--- config.mk ---
export PLATFORM = sky130hd
export DESIGN_NAME = rxw_writer
export DESIGN_NICKNAME = d
export VERILOG_FILES = /design/src/rtl/rxw_pkg.sv /design/src/rtl/rxw_layout.sv /design/src/rtl/rxw_crc.sv /design/src/rtl/rxw_ctrl.sv /design/src/rtl/rxw_writer.sv
export SDC_FILE = /design/constraint.sdc
export NUM_CORES = 1
export LEC_CHECK = 0
export BUFFER_PORTS_ARGS = -buffer_cell sky130_fd_sc_hd__buf_2
export CORE_ASPECT_RATIO = 1.1
export CORE_MARGIN = 2
export CORE_UTILIZATION = 45
export CTS_CLUSTER_DIAMETER = 50
export DETAILED_ROUTE_END_ITERATION = 8
export PLACE_DENSITY = 0.7
export SLEW_MARGIN = 20
export SYNTH_ARGS = -nofsm -noshare
export SYNTH_HDL_FRONTEND = slang
export SYNTH_SLANG_ARGS = --single-unit
--- constraint.sdc ---
create_clock -name clk -period 4.25 [get_ports clk]
set_input_delay 0.425 -clock clk [delete_from_list [all_inputs] [get_ports clk]]
set_output_delay 0.425 -clock clk [all_outputs]
set_load 0.005 [all_outputs]
--- src/rtl/rxw_pkg.sv ---
package rxw_pkg;

    localparam logic [31:0] CRC_POLY  = 32'hEDB88320;
    localparam logic [31:0] CRC_PRESET = 32'hFFFFFFFF;
    localparam logic [7:0]  CTRL_ODD  = 8'h60;
    localparam logic [7:0]  CTRL_EVEN = 8'h40;
    localparam int          HDR_BYTES = 4;
    localparam int          CRC_BYTES = 4;
    localparam int          FIXED_OVERHEAD = 6;
    localparam int          STAT_LONG_BIT = 11;
    localparam int          STAT_ODD_BIT  = 12;
    localparam logic [3:0]  STEP_HDR  = 4'd4;
    localparam logic [3:0]  STEP_LAST = 4'd9;

    typedef enum logic [2:0] {
        ST_IDLE,
        ST_REQ,
        ST_DATA,
        ST_DROP,
        ST_PAD,
        ST_TAIL,
        ST_DONE
    } rxw_state_e;

    typedef struct packed {
        logic [15:0] body;      // data bytes occupying the data area (E)
        logic [15:0] count;     // stored byte count
        logic [15:0] status;    // status word
        logic        odd_tail;  // final byte moves behind the CRC
        logic        fits;      // stored count within a page
    } rxw_layout_t;

    function automatic logic [31:0] crc32_step(input logic [31:0] c, input logic [7:0] b);
        logic [31:0] r;
        r = c ^ {24'd0, b};
        for (int k = 0; k < 8; k++) begin
            r = r[0] ? ((r >> 1) ^ CRC_POLY) : (r >> 1);
        end
        return r;
    endfunction

endpackage

--- src/rtl/rxw_layout.sv ---
module rxw_layout
    import rxw_pkg::*;
#(
    parameter int LEN_W      = 12,
    parameter int MIN_FRAME  = 64,
    parameter int LONG_LIMIT = 1518,
    parameter int PAGE_BYTES = 2048
) (
    input  logic [LEN_W-1:0] len,
    input  logic             keep_crc,
    output rxw_layout_t      lay
);
    logic [15:0] len16;
    logic [15:0] even16;

    always_comb begin
        len16  = 16'(len);
        even16 = {len16[15:1], 1'b0};
        lay.body  = (len16 < 16'(MIN_FRAME)) ? 16'(MIN_FRAME) : even16;
        lay.count = lay.body + 16'(FIXED_OVERHEAD) + (keep_crc ? 16'(CRC_BYTES) : 16'd0);
        lay.fits  = (lay.count <= 16'(PAGE_BYTES));
        lay.status = '0;
        lay.status[STAT_LONG_BIT] = (len16 > 16'(LONG_LIMIT));
        lay.status[STAT_ODD_BIT]  = len16[0];
        lay.odd_tail = len16[0] && (len16 >= 16'(MIN_FRAME));
    end
endmodule

--- src/rtl/rxw_crc.sv ---
module rxw_crc
    import rxw_pkg::*;
(
    input  logic        clk,
    input  logic        rst,
    input  logic        init,
    input  logic        en,
    input  logic [7:0]  din,
    output logic [31:0] crc_out
);
    logic [31:0] crc_q;

    always_ff @(posedge clk) begin
        if (rst || init) begin
            crc_q <= CRC_PRESET;
        end else if (en) begin
            crc_q <= crc32_step(crc_q, din);
        end
    end

    assign crc_out = ~crc_q;
endmodule

--- src/rtl/rxw_ctrl.sv ---
module rxw_ctrl
    import rxw_pkg::*;
#(
    parameter int LEN_W     = 12,
    parameter int MIN_FRAME = 64,
    parameter int PAGE_ID_W = 2,
    parameter int ADDR_W    = 11
) (
    input  logic                 clk,
    input  logic                 rst,
    input  logic                 rx_enable,
    input  logic                 soft_reset,
    input  logic                 strip_crc,
    input  logic                 in_valid,
    input  logic                 in_first,
    input  logic                 in_last,
    input  logic [LEN_W-1:0]     in_len,
    input  logic [7:0]           in_data,
    output logic                 in_ready,
    output logic                 page_req,
    input  logic                 page_gnt,
    input  logic                 page_none,
    input  logic [PAGE_ID_W-1:0] page_id,
    output logic [LEN_W-1:0]     lay_len,
    output logic                 lay_keep,
    input  rxw_layout_t          lay,
    output logic                 crc_init,
    output logic                 crc_en,
    output logic [7:0]           crc_din,
    input  logic [31:0]          crc_val,
    output logic                 mem_we,
    output logic [PAGE_ID_W-1:0] mem_page,
    output logic [ADDR_W-1:0]    mem_addr,
    output logic [7:0]           mem_wdata,
    output logic                 done,
    output logic [PAGE_ID_W-1:0] done_page
);
    rxw_state_e             state;
    logic [LEN_W-1:0]       len_q;
    logic [LEN_W-1:0]       idx;
    logic                   keep_q;
    logic [PAGE_ID_W-1:0]   page_q;
    logic [7:0]             held_q;
    logic [3:0]             step_q;

    logic                   start;
    logic                   refuse;
    logic                   accept;
    logic                   is_held;
    logic [ADDR_W-1:0]      tail_base;
    logic [3:0]             tail_first;

    assign lay_len  = (state == ST_IDLE) ? in_len : len_q;
    assign lay_keep = (state == ST_IDLE) ? ~strip_crc : keep_q;

    assign start   = (state == ST_IDLE) && in_valid && in_first;
    assign refuse  = !rx_enable || soft_reset || !lay.fits;
    assign accept  = in_valid && in_ready;
    assign is_held = lay.odd_tail && (idx == len_q - 1'b1);
    assign tail_base  = ADDR_W'(HDR_BYTES) + ADDR_W'(lay.body);
    assign tail_first = keep_q ? 4'd0 : STEP_HDR;

    assign mem_page  = page_q;
    assign done_page = page_q;

    always_comb begin
        in_ready  = 1'b0;
        page_req  = 1'b0;
        mem_we    = 1'b0;
        mem_addr  = '0;
        mem_wdata = '0;
        crc_init  = (state == ST_IDLE);
        crc_en    = 1'b0;
        crc_din   = in_data;
        done      = 1'b0;
        case (state)
            ST_REQ: page_req = 1'b1;
            ST_DROP: in_ready = 1'b1;
            ST_DATA: begin
                in_ready  = 1'b1;
                crc_en    = in_valid;
                mem_we    = in_valid && !is_held;
                mem_addr  = ADDR_W'(HDR_BYTES) + ADDR_W'(idx);
                mem_wdata = in_data;
            end
            ST_PAD: begin
                crc_en    = 1'b1;
                crc_din   = 8'h00;
                mem_we    = 1'b1;
                mem_addr  = ADDR_W'(HDR_BYTES) + ADDR_W'(idx);
                mem_wdata = 8'h00;
            end
            ST_TAIL: begin
                mem_we = 1'b1;
                case (step_q)
                    4'd0: begin mem_addr = tail_base;           mem_wdata = crc_val[7:0];   end
                    4'd1: begin mem_addr = tail_base + 1'b1;    mem_wdata = crc_val[15:8];  end
                    4'd2: begin mem_addr = tail_base + 2'd2;    mem_wdata = crc_val[23:16]; end
                    4'd3: begin mem_addr = tail_base + 2'd3;    mem_wdata = crc_val[31:24]; end
                    4'd4: begin mem_addr = ADDR_W'(0);          mem_wdata = lay.status[7:0];  end
                    4'd5: begin mem_addr = ADDR_W'(1);          mem_wdata = lay.status[15:8]; end
                    4'd6: begin mem_addr = ADDR_W'(2);          mem_wdata = lay.count[7:0];   end
                    4'd7: begin mem_addr = ADDR_W'(3);          mem_wdata = lay.count[15:8];  end
                    4'd8: begin
                        mem_addr  = tail_base + (keep_q ? ADDR_W'(CRC_BYTES) : ADDR_W'(0));
                        mem_wdata = lay.odd_tail ? held_q : 8'h00;
                    end
                    default: begin
                        mem_addr  = tail_base + (keep_q ? ADDR_W'(CRC_BYTES + 1) : ADDR_W'(1));
                        mem_wdata = lay.odd_tail ? CTRL_ODD : CTRL_EVEN;
                    end
                endcase
            end
            ST_DONE: done = 1'b1;
            default: ;
        endcase
    end

    always_ff @(posedge clk) begin
        if (rst) begin
            state  <= ST_IDLE;
            len_q  <= '0;
            idx    <= '0;
            keep_q <= 1'b0;
            page_q <= '0;
            held_q <= '0;
            step_q <= '0;
        end else begin
            case (state)
                ST_IDLE: begin
                    if (start) begin
                        len_q  <= in_len;
                        keep_q <= ~strip_crc;
                        idx    <= '0;
                        state  <= refuse ? ST_DROP : ST_REQ;
                    end
                end
                ST_REQ: begin
                    if (page_gnt) begin
                        page_q <= page_id;
                        state  <= ST_DATA;
                    end else if (page_none) begin
                        state  <= ST_DROP;
                    end
                end
                ST_DATA: begin
                    if (accept) begin
                        idx <= idx + 1'b1;
                        if (is_held) held_q <= in_data;
                        if (in_last) begin
                            step_q <= tail_first;
                            state  <= (len_q < LEN_W'(MIN_FRAME)) ? ST_PAD : ST_TAIL;
                        end
                    end
                end
                ST_PAD: begin
                    idx <= idx + 1'b1;
                    if (idx == LEN_W'(MIN_FRAME - 1)) state <= ST_TAIL;
                end
                ST_TAIL: begin
                    step_q <= step_q + 1'b1;
                    if (step_q == STEP_LAST) state <= ST_DONE;
                end
                ST_DONE: state <= ST_IDLE;
                ST_DROP: begin
                    if (accept && in_last) state <= ST_IDLE;
                end
                default: state <= ST_IDLE;
            endcase
        end
    end
endmodule

--- src/rtl/rxw_writer.sv ---
module rxw_writer
    import rxw_pkg::*;
#(
    parameter int LEN_W      = 12,
    parameter int PAGE_BYTES = 2048,
    parameter int PAGE_ID_W  = 2,
    parameter int MIN_FRAME  = 64,
    parameter int LONG_LIMIT = 1518,
    localparam int ADDR_W    = $clog2(PAGE_BYTES)
) (
    input  logic                 clk,
    input  logic                 rst,
    input  logic                 rx_enable,
    input  logic                 soft_reset,
    input  logic                 strip_crc,
    input  logic                 in_valid,
    input  logic                 in_first,
    input  logic                 in_last,
    input  logic [LEN_W-1:0]     in_len,
    input  logic [7:0]           in_data,
    output logic                 in_ready,
    output logic                 page_req,
    input  logic                 page_gnt,
    input  logic                 page_none,
    input  logic [PAGE_ID_W-1:0] page_id,
    output logic                 mem_we,
    output logic [PAGE_ID_W-1:0] mem_page,
    output logic [ADDR_W-1:0]    mem_addr,
    output logic [7:0]           mem_wdata,
    output logic                 done,
    output logic [PAGE_ID_W-1:0] done_page
);
    logic [LEN_W-1:0] lay_len;
    logic             lay_keep;
    rxw_layout_t      lay;
    logic             crc_init;
    logic             crc_en;
    logic [7:0]       crc_din;
    logic [31:0]      crc_val;

    rxw_layout #(
        .LEN_W(LEN_W), .MIN_FRAME(MIN_FRAME),
        .LONG_LIMIT(LONG_LIMIT), .PAGE_BYTES(PAGE_BYTES)
    ) u_layout (
        .len(lay_len), .keep_crc(lay_keep), .lay(lay)
    );

    rxw_crc u_crc (
        .clk(clk), .rst(rst), .init(crc_init), .en(crc_en),
        .din(crc_din), .crc_out(crc_val)
    );

    rxw_ctrl #(
        .LEN_W(LEN_W), .MIN_FRAME(MIN_FRAME),
        .PAGE_ID_W(PAGE_ID_W), .ADDR_W(ADDR_W)
    ) u_ctrl (
        .clk(clk), .rst(rst),
        .rx_enable(rx_enable), .soft_reset(soft_reset), .strip_crc(strip_crc),
        .in_valid(in_valid), .in_first(in_first), .in_last(in_last),
        .in_len(in_len), .in_data(in_data), .in_ready(in_ready),
        .page_req(page_req), .page_gnt(page_gnt), .page_none(page_none),
        .page_id(page_id),
        .lay_len(lay_len), .lay_keep(lay_keep), .lay(lay),
        .crc_init(crc_init), .crc_en(crc_en), .crc_din(crc_din), .crc_val(crc_val),
        .mem_we(mem_we), .mem_page(mem_page), .mem_addr(mem_addr),
        .mem_wdata(mem_wdata), .done(done), .done_page(done_page)
    );
endmodule

== Word level (Yosys, flattened, before mapping) ==
Cells that the tools add are included.

* Register bits after elaboration: 74
* Input bits: 32

* $add $sub $neg: 12
* Order comparisons: 5
* Equal/unequal tests: 24
* Muxes and demuxes: 44
* Bitwise logic cells: 11
* Reduce and logical (&&, ||, !) cells: 26

{| class="wikitable"
|+ Operators by type and width
! operator !! number
|-
| $mux 32 || 8
|-
| $not 13->14 || 8
|-
| $pmux 11 s9 || 1
|-
| $pmux 8 s9 || 1
|-
| $mux 12 || 4
|-
| $mux 3 || 12
|-
| $pmux 12 s3 || 1
|-
| $not 32->32 || 1
|-
| $xor 32x8->32 || 1
|-
| $lt 12x7->1 const B || 2
|-
| $add 11x11->11 || 2
|-
| $add 11x2->11 const B || 2
|-
| $add 3x11->11 const A || 2
|-
| $pmux 11 s2 || 1
|-
| $pmux 3 s6 || 1
|-
| $add 16x16->16 || 1
|-
| $add 16x3->16 const B || 1
|-
| $eq 4x3->1 const B || 4
|-
| $le 16x12->1 const B || 1
|-
| $mux 8 || 2
|-
| $pmux 8 s2 || 1
|-
| $add 12x1->12 const B || 1
|-
| $eq 12x12->1 || 1
|-
| $eq 12x6->1 const B || 1
|-
| 32 further kinds || 62
|}

== Longest topological paths before layout ==
Gate-level depths: netlist of run 1.

* Depth in word-level cells: 19
* Mapped depth: 17
* Gate-level depth less buffers: 15

== Hierarchy ==
Synthesis of run 1 repeated with hierarchy kept, for this count alone.

* Cells, all modules: 906
* Area, all modules: 7030.5 um^2

{| class="wikitable"
|+ Modules (own cells, without submodules)
! module !! times used !! cells an instance !! area each (um^2) !! seq. area each (um^2)
|-
| rxw_ctrl || 1 || 591 || 4383.0 || 840.8
|-
| rxw_crc || 1 || 212 || 1940.6 || 640.6
|-
| rxw_layout || 1 || 103 || 706.9 || 0.0
|}

== Worst setup path before layout of run 1 ==
Ideal clock, no wire load.

* Path type: register to output
* From: register u_ctrl.state[2]
* To: output port mem_wdata[3]
* Arrival: 3.468 ns
* Required time: 3.825 ns
* Path slack: 0.357 ns
* Stages on the path, launching flop included: 17
* Path buffers: 3
* Cell sequence: dfxtp_1 > buf_2 > nor3_4 > buf_4 > buf_2 > nand2_1 > a21oi_1 > inv_1 > ha_1 > inv_1 > ha_1 > fa_1 > nand3_1 > o221ai_1 > a2111oi_0 > o21ai_1 > a221o_1

* Word-level cells in the longest chain between the ends: 8
* Elaborated cells between the ends (all ways): 16
* Classes of those cells: add/sub: 2; order compare: 3; eq/ne: 2; mux: 7; reduce/logical: 2

{| class="wikitable"
|+ RTL lines
! element !! RTL line !! text
|-
| start, declared || rxw_ctrl.sv:38 || <nowiki>rxw_state_e state;</nowiki>
|-
| start signal, assigned || rxw_ctrl.sv:135 || <nowiki>state <= refuse ? ST_DROP : ST_REQ;</nowiki>
|-
| start signal, assigned || rxw_ctrl.sv:152 || <nowiki>state <= (len_q < LEN_W'(MIN_FRAME)) ? ST_PAD : ST_TAIL;</nowiki>
|-
| $logic_not 3->1 || rxw_ctrl.sv:53, rxw_ctrl.sv:54 ||
|-
| $mux 12 || rxw_ctrl.sv:53 || <nowiki>assign lay_len = (state == ST_IDLE) ? in_len : len_q;</nowiki>
|-
| $lt 12x7->1 || rxw_layout.sv:19 || <nowiki>lay.body = (len16 < 16'(MIN_FRAME)) ? 16'(MIN_FRAME) : even16;</nowiki>
|-
| $mux 12 || rxw_layout.sv:19 ||
|-
| $add 16x3->16 || rxw_layout.sv:20 || <nowiki>lay.count = lay.body + 16'(FIXED_OVERHEAD) + (keep_crc ? 16'(CRC_BYTES) : 16'd0);</nowiki>
|-
| $add 16x16->16 || rxw_layout.sv:20 ||
|-
| $pmux 8 s9 || rxw_ctrl.sv:95 || <nowiki>case (step_q)</nowiki>
|-
| $pmux 8 s2 (*) || rxw_ctrl.sv:76 || <nowiki>case (state)</nowiki>
|-
| end, declared || rxw_writer.sv:29 || <nowiki>output logic [7:0] mem_wdata,</nowiki>
|}

Every way passes the cells marked *; elsewhere a longest branch is shown, timed or not.

== Worst setup path after layout of run 1 ==
* From: register u_ctrl.state[0]
* To: output port mem_wdata[3]

The elaborated chain is that of the path after synthesis.

==> impl_results.md, run 1 <==
- Final hold vios: 0
- Synth Net Count: 857
- Sequential cell area: 1480 um2
- Slew at the pin closest to its max-slew limit: 0.976 ns
- Number of detailed-routing iterations run before antenna repair: 5
- Library cell appearing most often on the critical path: sky130_fd_sc_hd__ha_1
- Ant. Diodes: 0
- Total net switching power: 1.26 mW
- Area of the placeable core: 13700 um2
- Buffer levels on the longest clock path: 2
- Max Cap Violations: 0
- Via-per-instance ratio: 5.81
- Sequential fraction of the synthesis area: 0.235
- Top-area cell type share of the netlist area: 0.235
- Clock insertion delay at the later pin of the skew report: between 0.3 and 0.4 ns
- CTS H-Tree Depth: 3
- Switching power share of the total: 0.413
- Clock network fraction of design power: 0.258
- Synth area leader: sky130_fd_sc_hd__dfxtp_1
- Count of endpoints failing setup in the final report: 0
- Final wirelength: 18600 um
- Overall track demand over capacity in global routing: 0.254
- Cell-internal power: 1.79 mW
- Die extent in x: 117 um
- Post-place setup slack: 0.191 ns
- Maximum number of pins on one net before global-route repair: between 50 and 60
- Vertical die dimension: 128 um
- Number of antenna violations at the first check in global routing: 0
- # clock sinks: 74
- Routability congestion estimate from global placement: between 0.9 and 1
- Clock skew after layout: 0.00885 ns
- Number of fill cells in the layout: about 1400
- Area delta synth->final: 11.5%
- Residual overflow from global routing: 0
- Nets: 885
- Boundary pin count: 59
- Number of placed instances, taps included: 1013
- Setup ws final: 0.178 ns
- Worst EP arrival: 3.65 ns
- Tightest Hold Check Type: in -> reg
- Clock tree from TritonCTS: done
- Count of port buffers added during placement: 58
- Count leader, synth: sky130_fd_sc_hd__nand2_1
- Final period utilization: 0.958
- Non-filler cells, final: 1031
- Worst setup path start: u_ctrl.state[0]$_SDFFE_PP0P_
- Worst IR drop on VDD: ~0.00028 V
- Hold WS: 0.312 ns
- WL per Instance: 18.0 um
- Clock-pin slew on the worst setup and hold paths: approximately 0.060 ns
- Mean post-synth cell area: 7.79 um2
- Vias in the first global route: approximately 5500
- Fin. max-slew vios: 0
- Layout Utilization: 0.512
- CP max-delay cell: sky130_fd_sc_hd__fa_1
- Starting DRT DRC Count: 512
- Share of flip-flops with an asynchronous set or reset after synthesis: 0
- Most used standard cells in the synthesized netlist: sky130_fd_sc_hd__nand2_1, sky130_fd_sc_hd__dfxtp_1, sky130_fd_sc_hd__nor2_1
- Max Fclk: 0.246 GHz
- Share of cells above drive strength 1: 0.159
- Critical Path End Type: output port
- Critical Path Source Type: flip-flop
- Vias post-DR: 5990
- Distinct cell type count after synthesis: 76
- Run status: completed
- Quantity of hold-fixing buffers added after cts: 0
- Sequential share of power: 0.260
- Unrepaired setup endpoints after global routing: yes
- Synthesized netlist cell count: 810
- Number of enable-type register cells in the synthesized netlist: 0
- Root Buffer Master: sky130_fd_sc_hd__clkbuf_16
- Antenna-violating nets left: 0
- Origin of the critical flop-to-flop path: u_ctrl.len_q[8]$_SDFFE_PP0P_
- Final critical path time including I/O delays and setup: 4.07 ns
- Post-DP HPWL: 14000 um
- Main synth FF type: sky130_fd_sc_hd__dfxtp_1
- CP max FO: 13
- Required time at the worst-slack endpoint: ~3.8 ns
- Warnings from Yosys: 0
- Cell-by-cell trace of the critical path: or3_1 > buf_4 > nor2_1 > a21oi_1 > ha_1 > inv_1 > ha_1 > fa_1 > nand3_1 > o221ai_1 > a2111oi_2 > o21ai_1 > a221o_1 > buf_2
- Full die area: roughly 15000 um2
- Delay contributed by the slowest stage of the critical path: 0.46 ns
- Post-synthesis sequential element count: 74
- DRC: 0
- Number of buffers created by CTS: 9
- Global-route wire length before repair: 29600 um
- Max-Slew Margin vs Limit: 0.349
- Multi-input combinational cell area: 4530 um2
- Pwr Density: 433 nW/um2
- Worst setup path class: reg -> out
- Post-Syn Area: 6310 um2
- Starting utilization of the core area: 0.459
- Leakage power: 2.73 nW
- Worst min-delay path startpoint: page_id[1]
- Leading cell types by total area after synthesis: sky130_fd_sc_hd__dfxtp_1, sky130_fd_sc_hd__xnor2_1, sky130_fd_sc_hd__xor2_1
- # rows: 45
- Combinational share of power: 0.482
flip-flops by register name, indices dropped and copies added, names as in the netlist:
| signal | flops |
|---|---|
| u_ctrl.done_page | 2 |
| u_ctrl.idx | 12 |
| u_ctrl.keep_q | 1 |
| u_crc.crc_q | 32 |
| u_ctrl.state | 3 |
| u_ctrl.held_q | 8 |
| u_ctrl.len_q | 12 |
| u_ctrl.step_q | 4 |
critical path, delay by kind of cell, from the launching register on:
| kind | cells | cell delay (ns) |
|---|---|---|
| flops | 1 | 0.35 |
| buf+inv | 3 | 0.40 |
| fa+ha+maj | 3 | 0.94 |
| simple gates | 3 | 0.60 |
| compound gates | 5 | 0.99 |
worst paths after layout:
path / slack [ns] / to / cells past startpoint
hold / removal: 0.31 / u_ctrl.done_page[1]$_SDFFE_PP0P_ / 3
setup / recovery: 0.18 / mem_wdata[3] / 14
hold reg to reg: 0.48 / u_ctrl.held_q[7]$_SDFFE_PP0P_ / 2
setup reg to reg: 0.81 / u_ctrl.state[1]$_SDFFE_PP0P_ / 16
through the flow:
stage | area [um2] | TNS, ns | total power [mW]
after detailed placement | 6700 | 0 | 2.24
after global placement | 6700 | 0 | 2.23
after CTS | 7010 | 0 | 3.03
final | 7040 | 0 | 3.05
after global routing | 7040 | -0.0447 | 3.22
after floorplan | 6310 | 0 | 1.88
per-layer routing:
metal / vias to the layer above / global-route usage / wire length [um]
li1: 2933 / - / -
met1: 2797 / 0.330 / 7920
met2: 216 / 0.424 / 8990
met3: 44 / 0.0369 / 1130
met4: 0 / 0.0969 / 534
met5: - / 0 / 0
power by group through the flow:
stage | logic, mW | registers (mW) | clock network [mW]
finish | 1.47 | 0.792 | 0.787
global route | 1.60 | 0.797 | 0.826
CTS | 1.44 | 0.790 | 0.798
detailed placement | 1.43 | 0.805 | 0
global placement | 1.42 | 0.804 | 0
floorplan | 1.10 | 0.782 | 0
logic make-up after synthesis:
logic type / share of synthesized area
AND/OR/NAND/NOR: 0.234
AO/OA/AOI/OAI: 0.213
XOR/XNOR: 0.203
buffers and inverters: 0.0494
flip-flops: 0.235
multiplexers: 0.0343
adder cells (fa/ha/maj): 0.0321
area by class of cell:
type | count | area share
multi-input cells | 662 | 0.644
inverters | 15 | 0.00800
flip-flops and latches | 74 | 0.211
well taps | 188 | 0.0334
clock buffers | 10 | 0.0340
repair buffers | 76 | 0.0605
clock inverters | 6 | 0.00907
what timing repair did:
action / in CTS / in global routing
endpoints found under the setup margin: 1 / 8
pin swaps: 1 / 1
buffers inserted: 1 / 1
gates resized for setup: 0 / 5
placed cells by master, fill, tap and decap left out, drive strengths merged, types with 13 or more instances in the layout:
cell,n
nand2,100
o21ai,45
inv,16
o211ai,22
nand3,37
buf,76
mux2i,19
nor3,14
xor2,56
dfxtp,74
nor2,69
xnor2,66
o22ai,21
ha,13
a21oi,60
No activity file was read; power rests on OpenSTA's default activity.
==> run 2, diff against run 1 <==
--- a/config.mk
+++ b/config.mk
@@ -6,12 +6,13 @@
 export NUM_CORES = 1
 export LEC_CHECK = 0
 export BUFFER_PORTS_ARGS = -buffer_cell sky130_fd_sc_hd__buf_2
-export CORE_ASPECT_RATIO = 1.1
+export CELL_PAD_IN_SITES_DETAIL_PLACEMENT = 1
+export CELL_PAD_IN_SITES_GLOBAL_PLACEMENT = 2
 export CORE_MARGIN = 2
-export CORE_UTILIZATION = 45
+export CORE_UTILIZATION = 36
 export CTS_CLUSTER_DIAMETER = 50
 export DETAILED_ROUTE_END_ITERATION = 8
-export PLACE_DENSITY = 0.7
+export PLACE_DENSITY = 0.88
 export SLEW_MARGIN = 20
 export SYNTH_ARGS = -nofsm -noshare
 export SYNTH_HDL_FRONTEND = slang
==> run 2 against run 1 <==
Net effect: clock skew increased by 0.0031 ns; wire length rose by 20%; maximum frequency down 0.88%; critical endpoint unchanged; final area grew 1.9%; register-to-register slack got worse by 0.04 ns; critical path depth increased by 1; non-clock buffer count rose by 5; cell count rose by 4.1%; worst setup slack got worse by 0.036 ns; worst hold slack worse by 0.018 ns; first-iteration DRC count up 0.39%.
==> impl_results.md, run 2 (synthesized netlist as in run 1, its figures left out) <==
- # rows: between 40 and 50
- Max Fclk: ~0.24 GHz
- Starting DRT DRC Count: 514
- Maximum number of pins on one net before global-route repair: 56
- WL per Instance: 20.8 um
- Final period utilization: 0.967
- Routability congestion estimate from global placement: 0.891
- Clock insertion delay at the later pin of the skew report: roughly 0.36 ns
- Buffer levels on the longest clock path: 2
- Critical Path End Type: output port
- Kind of cell adding the most delay to the critical path: compound AO/OA/AOI/OAI gates
- Register with the most flip-flops: u_crc.crc_q
- Number of detailed-routing iterations run before antenna repair: 6
- Vertical die dimension: 136 um
- Number of fill cells in the layout: 2103
- Final wirelength: 22400 um
- Number of antenna violations at the first check in global routing: 0
- Boundary pin count: 59
- Leakage power: 2.78 nW
- Share of cells above drive strength 1: 0.169
- Commonest cells after routing, fill and taps aside: sky130_fd_sc_hd__nand2_1, sky130_fd_sc_hd__dfxtp_1, sky130_fd_sc_hd__nor2_1
- Post-DP HPWL: 16400 um
- Vias post-DR: 6219
- Nets: between 800 and 900
- Required time at the worst-slack endpoint: 3.83 ns
- Via-per-instance ratio: approximately 5.8
- CP max FO: 4
- Global-route wire length before repair: 35300 um
- Antenna-violating nets left: 0
- Cell-by-cell trace of the critical path: nor4_4 > nand2_2 > o21ai_2 > a21oi_2 > inv_1 > ha_1 > inv_1 > ha_1 > fa_2 > nand3_1 > o221ai_1 > a2111oi_0 > o21ai_1 > a221o_1 > buf_2
- Number of buffers created by CTS: 9
- Final Cell Area: about 7200 um2
- Placed Instance Area: between 6000 and 7000 um2
- Pwr Density: 454 nW/um2
- Run status: completed
- Flip-flop count of the largest register after layout: 32
- Fin. max-slew vios: 0
- Worst IR drop on VDD: 0.000241 V
- DRC: 0
- Count of endpoints failing setup in the final report: 0
- Die extent in x: 136 um
- Max Cap Violations: 0
- # clock sinks: between 70 and 80
- Vias in the first global route: between 6000 and 7000
- Worst setup path class: reg -> out
- CP max-delay cell: sky130_fd_sc_hd__fa_2
- Commonest non-fill, non-tap cell in the layout: sky130_fd_sc_hd__nand2_1
- Area of the placeable core: 17200 um2
- CP bufs+invs: 3
- Residual overflow from global routing: 0
- Max-Slew Margin vs Limit: 0.281
- Tightest Hold Check Type: in -> reg
- Delay contributed by the slowest stage of the critical path: between 0.4 and 0.5 ns
- CTS H-Tree Depth: 3
- Clock skew after layout: 0.0120 ns
- Critical Path Source Type: flip-flop
- Area delta synth->final: 13.6%
- Setup TNS after final layout: 0 ns
- Clock tree from TritonCTS: done
- Worst EP arrival: 3.68 ns
- Ant. Diodes: 0
- Count of port buffers added during placement: 58
- Final hold vios: 0
- Final critical path time including I/O delays and setup: 4.11 ns
- Clock-pin slew on the worst setup and hold paths: 0.08 ns
- Slew at the pin closest to its max-slew limit: 1.08 ns
- Overall track demand over capacity in global routing: 0.249
- Internal reg-to-reg setup slack: 0.77 ns
- Registers with the most flip-flops: u_crc.crc_q (32), u_ctrl.idx (12), u_ctrl.len_q (12)
- Root Buffer Master: sky130_fd_sc_hd__clkbuf_16
- Full die area: ~19000 um2
- Starting utilization of the core area: 0.366
- Quantity of hold-fixing buffers added after cts: 0
run 2: cell count changes in the layout (fill, tap and decap cells not counted), sizes merged:
cell	before	now
buf	76	81
bufinv	1	2
clkinvlp	2	0
inv	16	17
run 2: layout make-up:
class | instances | area [um2] | share of cell area
Multi-Input combinational cell | 662 | 4550 | 0.634
Clock buffer | 10 | 239 | 0.0333
Tap cell | 225 | 282 | 0.0393
Clock inverter | 6 | 97.6 | 0.0136
Sequential cell | 74 | 1480 | 0.207
Timing Repair Buffer | 81 | 467 | 0.0651
Inverter | 15 | 56.3 | 0.00785
run 2: power breakdown:
group	total (mW)	switching, mW	internal [mW]
registers	0.789	0.0575	0.732
logic	1.57	0.966	0.605
clock network	0.897	0.357	0.540
run 2: layer usage:
layer  GRT usage  wire (um)  up-vias
met5           0          0        -
met4      0.0694        419        0
met3      0.0503       1480       35
met2       0.382       9810      210
met1       0.353      10700     3031
li1            -          -     2943
run 2: path summary, 6_finish.rpt:
check | start | to | depth (start not counted)
setup / recovery | u_ctrl.len_q[10]$_SDFFE_PP0P_ | mem_wdata[3] | 15
hold / removal | strip_crc | u_ctrl.keep_q$_SDFFE_PP0P_ | 2
setup reg to reg | u_ctrl.len_q[10]$_SDFFE_PP0P_ | u_ctrl.state[1]$_SDFFE_PP0P_ | 16
hold reg to reg | u_ctrl.held_q[6]$_SDFFE_PP0P_ | u_ctrl.held_q[6]$_SDFFE_PP0P_ | 2
run 2: timing repair:
action / in CTS / in global routing
pin swaps: 1 / 5
resized for setup: 2 / 8
endpoints found under the setup margin: 5 / 8
buffers inserted: 1 / 3
run 2: per-stage QoR:
stage | total power [mW] | worst slack (ns) | hold slack, ns | utilization | instances
global route | 3.43 | -0.0177 | 0.301 | 0.416 | 1073
global placement | 2.28 | 0.250 | 0.460 | 0.393 | 1053
CTS | 3.21 | 0.00981 | 0.286 | 0.413 | 1070
finish | 3.26 | 0.142 | 0.294 | 0.416 | 1073
detailed placement | 2.29 | 0.212 | 0.470 | 0.393 | 1053
floorplan | 1.88 | 0.357 | 0.448 | - | 810
